===== src/rtl/rxdma_pkg.sv =====
package rxdma_pkg;
    typedef enum logic [2:0] {
        S_IDLE, S_OWN, S_ADDR, S_SIZE, S_SUSP, S_MOVE, S_DROP, S_WB
    } rx_state_e;

    localparam int OWN_BIT   = 31;
    localparam int FIRST_BIT = 30;
    localparam int LAST_BIT  = 29;
    localparam int ERR_BIT   = 16;

    typedef struct packed {
        logic        first;
        logic        last;
        logic        err;
        logic [15:0] count;
    } rx_stat_t;

    function automatic logic [31:0] pack_status(input rx_stat_t s);
        logic [31:0] w;
        w = '0;
        w[FIRST_BIT] = s.first;
        w[LAST_BIT]  = s.last;
        w[ERR_BIT]   = s.err;
        w[15:0]      = s.count;
        return w;
    endfunction
endpackage


===== src/rtl/rxdma_start.sv =====
module rxdma_start #(
    parameter int CW     = 12,
    parameter int THRESH = 64
) (
    input  logic [CW-1:0] head_cnt,
    input  logic          head_end,
    input  logic          runt_ok,
    output logic          go_move,
    output logic          go_drop
);
    localparam logic [CW-1:0] LIMIT = CW'(THRESH);
    logic big;
    always_comb begin
        big     = head_cnt >= LIMIT;
        go_drop = head_end && !big && !runt_ok;
        go_move = big || (head_end && runt_ok);
    end
endmodule


===== src/rtl/rxdma_ring.sv =====
module rxdma_ring #(
    parameter int RING_N = 4
) (
    input  logic        clk,
    input  logic        rst,
    input  logic        adv,
    input  logic [31:0] base,
    output logic [31:0] desc_addr
);
    localparam int IW = (RING_N > 1) ? $clog2(RING_N) : 1;
    localparam logic [IW-1:0] TOP = IW'(RING_N - 1);
    logic [IW-1:0] idx;

    always_ff @(posedge clk) begin
        if (rst)
            idx <= '0;
        else if (adv)
            idx <= (idx == TOP) ? '0 : idx + 1'b1;
    end

    assign desc_addr = base + (32'(idx) << 4);

    AST_IDX_RANGE: assert property (@(posedge clk) disable iff (rst)
        idx <= TOP);
endmodule


===== src/rtl/rx_dma_engine.sv =====
module rx_dma_engine
    import rxdma_pkg::*;
#(
    parameter int CW     = 12,
    parameter int THRESH = 64,
    parameter int RING_N = 4
) (
    input  logic          clk,
    input  logic          rst,
    input  logic [31:0]   cfg_ring_base,
    input  logic          cfg_runt_ok,
    input  logic          cfg_accept_err,
    input  logic          rx_demand,
    input  logic          fifo_valid,
    input  logic [7:0]    fifo_data,
    input  logic          fifo_last,
    input  logic          fifo_err,
    input  logic [CW-1:0] head_cnt,
    input  logic          head_end,
    input  logic          fifo_ovf,
    output logic          fifo_pop,
    output logic          rd_req,
    output logic [31:0]   rd_addr,
    input  logic          rd_ack,
    input  logic [31:0]   rd_data,
    output logic          wr_req,
    output logic [31:0]   wr_addr,
    output logic [31:0]   wr_data,
    output logic          wr_word,
    input  logic          wr_ack,
    output logic          irq_done,
    output logic          irq_nobuf,
    output logic [15:0]   runt_count,
    output logic [15:0]   drop_count
);
    rx_state_e   state;
    logic        have_desc, in_pkt, d_first, st_last, st_err;
    logic [31:0] buf_addr, desc_addr;
    logic [15:0] buf_size, off;
    logic        go_move, go_drop, adv;
    rx_stat_t    stat;

    rxdma_start #(.CW(CW), .THRESH(THRESH)) u_start (
        .head_cnt(head_cnt), .head_end(head_end), .runt_ok(cfg_runt_ok),
        .go_move(go_move), .go_drop(go_drop)
    );

    assign adv = (state == S_WB) && wr_ack;

    rxdma_ring #(.RING_N(RING_N)) u_ring (
        .clk(clk), .rst(rst), .adv(adv), .base(cfg_ring_base), .desc_addr(desc_addr)
    );

    always_comb begin
        stat     = '{first: d_first, last: st_last, err: st_err, count: off};
        rd_req   = 1'b0;
        rd_addr  = desc_addr;
        wr_req   = 1'b0;
        wr_addr  = desc_addr;
        wr_data  = '0;
        wr_word  = 1'b0;
        fifo_pop = 1'b0;
        case (state)
            S_OWN:  rd_req = 1'b1;
            S_ADDR: begin rd_req = 1'b1; rd_addr = desc_addr + 32'd4; end
            S_SIZE: begin rd_req = 1'b1; rd_addr = desc_addr + 32'd8; end
            S_MOVE: begin
                wr_req   = fifo_valid;
                wr_addr  = buf_addr + 32'(off);
                wr_data  = {24'd0, fifo_data};
                fifo_pop = fifo_valid && wr_ack;
            end
            S_WB: begin
                wr_req  = 1'b1;
                wr_word = 1'b1;
                wr_data = pack_status(stat);
            end
            S_DROP: fifo_pop = fifo_valid;
            default: ;
        endcase
    end

    always_ff @(posedge clk) begin
        if (rst) begin
            state      <= S_IDLE;
            have_desc  <= 1'b0;
            in_pkt     <= 1'b0;
            d_first    <= 1'b0;
            st_last    <= 1'b0;
            st_err     <= 1'b0;
            buf_addr   <= '0;
            buf_size   <= '0;
            off        <= '0;
            irq_done   <= 1'b0;
            irq_nobuf  <= 1'b0;
            runt_count <= '0;
            drop_count <= '0;
        end else begin
            irq_done  <= 1'b0;
            irq_nobuf <= 1'b0;
            if (fifo_ovf)
                drop_count <= drop_count + 16'd1;
            case (state)
                S_IDLE: begin
                    if (go_drop)
                        state <= S_DROP;
                    else if (go_move)
                        state <= have_desc ? S_MOVE : S_OWN;
                end
                S_OWN: if (rd_ack) begin
                    if (rd_data[OWN_BIT]) begin
                        state <= S_ADDR;
                    end else begin
                        state     <= S_SUSP;
                        irq_nobuf <= 1'b1;
                    end
                end
                S_ADDR: if (rd_ack) begin
                    buf_addr <= rd_data;
                    state    <= S_SIZE;
                end
                S_SIZE: if (rd_ack) begin
                    buf_size  <= rd_data[15:0];
                    have_desc <= 1'b1;
                    off       <= '0;
                    d_first   <= !in_pkt;
                    state     <= S_MOVE;
                end
                S_SUSP: if (rx_demand) state <= S_OWN;
                S_MOVE: if (fifo_valid && wr_ack) begin
                    off    <= off + 16'd1;
                    in_pkt <= 1'b1;
                    if (fifo_last) begin
                        if (fifo_err && !cfg_accept_err) begin
                            off     <= '0;
                            in_pkt  <= 1'b0;
                            d_first <= 1'b1;
                            state   <= S_IDLE;
                        end else begin
                            st_last <= 1'b1;
                            st_err  <= fifo_err;
                            state   <= S_WB;
                        end
                    end else if (off + 16'd1 == buf_size) begin
                        st_last <= 1'b0;
                        st_err  <= 1'b0;
                        state   <= S_WB;
                    end
                end
                S_WB: if (wr_ack) begin
                    have_desc <= 1'b0;
                    if (st_last) begin
                        in_pkt   <= 1'b0;
                        irq_done <= 1'b1;
                        state    <= S_IDLE;
                    end else begin
                        state <= S_OWN;
                    end
                end
                S_DROP: if (fifo_valid && fifo_last) begin
                    runt_count <= runt_count + 16'd1;
                    state      <= S_IDLE;
                end
                default: state <= S_IDLE;
            endcase
        end
    end

    AST_POP_HAS_BYTE: assert property (@(posedge clk) disable iff (rst)
        fifo_pop |-> fifo_valid);
    AST_RUNT_STEP: assert property (@(posedge clk) disable iff (rst)
        (runt_count != $past(runt_count)) |-> (runt_count == $past(runt_count) + 16'd1));
    AST_DONE_AFTER_STATUS: assert property (@(posedge clk) disable iff (rst)
        irq_done |-> $past(wr_req && wr_word && wr_ack));
    AST_NOBUF_CAUSE: assert property (@(posedge clk) disable iff (rst)
        irq_nobuf |-> $past(rd_ack && !rd_data[OWN_BIT]));
    AST_SUSPEND_QUIET: assert property (@(posedge clk) disable iff (rst)
        irq_nobuf |-> (!wr_req && !fifo_pop));
    AST_RD_HELD: assert property (@(posedge clk) disable iff (rst)
        (rd_req && !rd_ack) |=> (rd_req && $stable(rd_addr)));
    AST_ONE_PORT: assert property (@(posedge clk) disable iff (rst)
        !(rd_req && wr_req));
endmodule


===== config.mk =====
export PLATFORM = sky130hd
export DESIGN_NAME = rx_dma_engine
export DESIGN_NICKNAME = d
export VERILOG_FILES = /design/src/rtl/rxdma_pkg.sv /design/src/rtl/rxdma_start.sv /design/src/rtl/rxdma_ring.sv /design/src/rtl/rx_dma_engine.sv
export SDC_FILE = /design/constraint.sdc
export NUM_CORES = 1
export LEC_CHECK = 0
export BUFFER_PORTS_ARGS = -buffer_cell sky130_fd_sc_hd__buf_2
export CORE_MARGIN = 3
export CORE_UTILIZATION = 59
export CTS_BUF_LIST = sky130_fd_sc_hd__clkbuf_8
export DETAILED_ROUTE_END_ITERATION = 6
export PLACE_DENSITY = 0.89
export REMOVE_ABC_BUFFERS = 1
export SYNTH_ARGS = -nofsm -noshare
export SYNTH_HDL_FRONTEND = slang
export SYNTH_SLANG_ARGS = --single-unit

===== constraint.sdc =====
create_clock -name clk -period 6.7 [get_ports clk]
set_input_delay 1.34 -clock clk [delete_from_list [all_inputs] [get_ports clk]]
set_output_delay 1.34 -clock clk [all_outputs]
set_load 0.05 [all_outputs]

## After elaboration in Yosys (flattened, before gate mapping)

Index checks and enable logic that the tools add are counted.
Widths: inputs -> output; s select.

- Memory bits (read-only): 0
- Bits in latches: 0
- Register bits: 108
- Bits in writable memories: 0
- Memories: 0
- Bits of input ports: 96
- Output and inout bits: 134
- Logic and storage cells: 128

- Divide/modulo/power cells: 0
- Bitwise operators: 4
- Shifts and indexed selects: 0
- Reductions and logical operators: 29
- Eq/ne operators: 22
- Multiplexer cells: 50
- Order comparisons: 1
- Multipliers: 0
- Add/sub/neg operators: 8

Operators by type and width:

| cell | number |
|---|---|
| $mux 16 | 4 |
| $pmux 32 s2 | 1 |
| $pmux 31 s2 | 1 |
| $add 16x1->16 const B | 3 |
| $mux 3 | 14 |
| $add 32x16->32 | 1 |
| $add 32x3->32 const B | 1 |
| $add 32x4->32 const B | 1 |
| $add 32x6->32 | 1 |
| $mux 32 | 1 |
| $pmux 16 s2 | 1 |
| $pmux 3 s8 | 1 |
| $ne 2x2->1 const B | 11 |
| $mux 1 | 21 |
| $eq 16x16->1 | 1 |
| $eq 3x3->1 const B | 4 |
| $ge 12x7->1 const B | 1 |
| $pmux 1 s2 | 5 |
| $reduce_and 9->1 | 1 |
| $reduce_or 3->1 | 3 |
| $reduce_and 4->1 | 2 |
| $reduce_bool 2->1 | 4 |
| $logic_and 1x1->1 | 7 |
| $eq 3x2->1 const B | 2 |
| 12 further kinds | 22 |

## Longest topological paths before layout

- Depth in word-level cells: 6
- Depth in mapped cells: 12

## By module

Synthesis repeated with hierarchy kept, for this count alone.

- Cell total of the unflattened synthesis: 1,089
- Area, all modules: 8,034.0 µm²

By module, submodules not included:

| module | sequential area each (µm²) | times used | cells an instance | area an instance (µm²) |
|---|---|---|---|---|
| rx_dma_engine | 2,122.0 | 1 | 991 | 7,253.2 |
| rxdma_ring | 40.0 | 1 | 93 | 745.7 |
| rxdma_start | 0.0 | 1 | 5 | 35.0 |

## Worst setup path after synthesis

No wires, ideal clock.

- Kind: input port to output port
- From: input port cfg_ring_base[4]
- To: output port rd_addr[29]
- Data arrival time: 4.581 ns
- Required time: 5.360 ns
- Stages: 11
- Path slack: 0.779 ns
- Cells stage by stage: ha_1 > fa_1 > buf_2 > xor2_1 > nand2_1 > or3_1 > nor4_4 > nand4b_2 > or3b_4 > nor2_1 > mux2i_1

- Cells in the longest elaborated chain, start to end: 3
- Elaborated cells between the ends (all ways): 4
- Classes of those cells: 3 x add/sub; 1 x mux

RTL lines:

| item | RTL line | text |
|---|---|---|
| start, declared | rx_dma_engine.sv:10 | `input logic [31:0] cfg_ring_base,` |
| $add 32x6->32 (*) | rxdma_ring.sv:21 | `assign desc_addr = base + (32'(idx) << 4);` |
| $add 32x4->32 or $add 32x3->32 (tied branches) | rx_dma_engine.sv:66, rx_dma_engine.sv:65 |  |
| $pmux 32 s2 (*) | rx_dma_engine.sv:63 | `case (state)` |
| end, declared | rx_dma_engine.sv:23 | `output logic [31:0] rd_addr,` |

Every way passes the cells marked *; elsewhere a longest branch is shown, timed or not.

## Worst setup path after layout

Ends and elaborated chain as after synthesis.

==> impl_results.md <==
- Proportion of layout cells with a drive suffix above 1: about a fifth
- CTS tree: yes
- Syn_area_per_cell: 7.367 sq um
- Placer congestion estimate: about 0.96
- Leading cell type in the layout, fill and taps excluded: buf_2
- Hold bufs inserted after CTS: 0
- Largest net degree at the start of global routing: slightly above 80
- Wire length per cell: ~16 microns
- RSZ-0062 raised after global routing: no
- Clock sink total: ~110
- Critical path class: in -> out
- Die height: 123.6 microns
- Core Area: around 13000 sq um
- Post-Synthesis Cells: around 1100
- Initial antenna violation count: 0
- Power density cells: between 150 and 200 nW/um^2
- CP arrival: 4.67 ns
- Final wirelength: around 23000 microns
- Root Buffer: clkbuf_8
- PortBufs: 210
- Via count of the first global-routing pass: 7775
- Final core utilization: between 70 and 80%
- Req. time, crit path: around 5.4 ns
- Leak pwr: roughly 3.8 nW
- Via count: between 8000 and 9000
- Die Wd: roughly 120 microns
- Number of flops mapped to enable cells by yosys: 0
- Max-Cap Viols: 0
- Top FF cell, synth: dfxtp_1
- Sequential cell area fraction in the yosys report: a little over a quarter
- FF/Latch Area: around 2200 sq um
- Maximum VDD drop: roughly 0.15 mV
- Setup Fix Bufs, Post-CTS: 0
- CTS Buf Count: 9
- Min Tclk post-route: about 6 ns
- Synthesized flop and latch total: between 100 and 150
- Final slew viol count: 0
- Worst-margin pin slew: ~1.1 ns
- # nets final: roughly 1400
- Max_slew headroom: between 20% and 30%
- Fin. Hold Viols: 0
- Clk slew on worst S/H paths: about 0.1 ns
- Max Fclk: 166.3 MHz
- Post-Synthesis Cell Area: 8163 sq um
- CTS max path bufs: 2
- CTS-repair resized insts: 0
- Layout area overhead: 15.11%
- Fillers: between 1000 and 1500
- Most frequent cells in the layout: buf_2 (209), nand2_1 (183), a21oi_1 (108), dfxtp_1 (108), nor2_1 (98)
- Initial core utilization: 60.92%
- Distinct cells, synth: 72
- Worst setup SP type: primary input
- Setup Skew: just over 0.009 ns
- Status: finished, final reports clean
- First-pass GRT wire length: between 30000 and 40000 microns
- Ports: 230
- Min Hold Slack: 0.4547 ns
- Rows: between 40 and 50
- Clock latency on the worst-skew pair: 0.37 ns
- H-tree depth: 3
- Setup TNS: 0 ns
- Fin crit share: between 80% and 90%
- Hold crit path type: reg -> reg
- Total track usage: about 30%
- Diode count: 0
- Asr flop ratio synth: 0%
- Antenna viol nets, final: 0
- Drt pass-1 iters: 6
- Multi-input logic area: about 5600 sq um
- Total die area: approximately 15000 sq um
- DP HPWL: 17730 microns
- DR DRC count: 0
- GRT overflow: 0
- Worst-path maximum fanout: 9
- CP Capture Type: output pin
- Setup-failing EPs final: 0
- Vias per std cell: roughly 6.0
- Initial DRC count: 926
- Ys Warns: 0
[cell usage after synthesis (all sizes together) (20+ instances only)]
library cell	count	share of area, %
inv	20	0.92
o21ai	32	2.0
clkbuf	50	2.3
mux2i	21	2.6
nand2	183	8.4
ha	24	3.7
nor2	99	4.6
xnor2	63	6.8
a21oi	108	6.6
buf	29	2.4
xor2	59	6.3
nor3	35	2.3
dfxtp	108	26
nand3	44	2.9
nand4	31	2.6
[logic make-up after synthesis]
group	after synthesis	synth area share (%)
multiplexers	23	2.851
XOR/XNOR	122	13.09
flip-flops	108	26.49
AND/OR/NAND/NOR	507	30.99
adder cells (fa/ha/maj)	26	4.169
AO/OA/AOI/OAI	222	16.75
other	1	0.04594
buffers and inverters	99	5.610
[per-layer routing]
layer	track usage [%]	share of wire, %	vias to the layer above
met2	49.61	47	439
li1	-	-	4180
met4	12.80	3.6	0
met1	37.90	41	3938
met3	3.951	8.4	78
met5	0	0	-
[sequential cells by signal (all words and copies together) (netlist names)]
register and flops:
st_last 1, buf_addr 32, d_first 1, irq_nobuf 1, buf_size 16, irq_done 1
off 16, in_pkt 1, have_desc 1, runt_count 16, drop_count 16, u_ring.idx 2
st_err 1, state 3
[worst paths after layout]
| path | depth (start not counted) | start | end | slack, ns |
|---|---|---|---|---|
| setup / recovery | 12 | cfg_ring_base[4] | rd_addr[29] | 0.69 |
| hold / removal | 1 | in_pkt$_SDFFE_PP0P_ | d_first$_SDFFE_PP0P_ | 0.45 |
| setup reg to reg | 9 | off[0]$_SDFFE_PP0P_ | state[1]$_SDFFE_PP0P_ | 3.53 |
| hold reg to reg | 1 | in_pkt$_SDFFE_PP0P_ | d_first$_SDFFE_PP0P_ | 0.45 |
[worst max-delay path: stages]
cell,delay [ns]
buf_2,0.10
ha_1,0.23
fa_1,0.54
xor2_1,0.33
nand2_1,0.14
or3_1,0.46
nor4_4,0.24
nand4b_2,0.19
or3b_4,0.44
nor2_1,0.15
mux2i_1,0.22
buf_2,0.29
[area by class of cell]
| cell class | instances | area share, % |
|---|---|---|
| clock buffer | 10 | 1.465 |
| timing repair buffer | 219 | 11.93 |
| sequential | 108 | 23.01 |
| inverter | 20 | 0.7989 |
| clock inverter | 5 | 0.9055 |
| tap | 176 | 2.344 |
| multi-input combinational | 913 | 59.55 |
[through the flow]
| stage | cell area (sq um) | worst slack (ns) | power (mW) | instances |
|---|---|---|---|---|
| global route | 9397 | 0.5041 | 1.879 | 1451 |
| floorplan | 7825 | 0.6686 | 1.171 | 1041 |
| finish | 9397 | 0.6863 | 1.793 | 1451 |
| CTS | 9397 | 0.7084 | 1.795 | 1451 |
| detailed placement | 9174 | 0.7257 | 1.359 | 1436 |
| global placement | 9174 | 0.7386 | 1.349 | 1436 |
[report_power, final]
group | switching (mW) | total, mW | internal, mW
combinational | 0.457 | 0.637 | 0.180
sequential | 0.0438 | 0.716 | 0.672
clock | 0.219 | 0.440 | 0.221
Note: power is estimated with default switching activity, not from simulation.
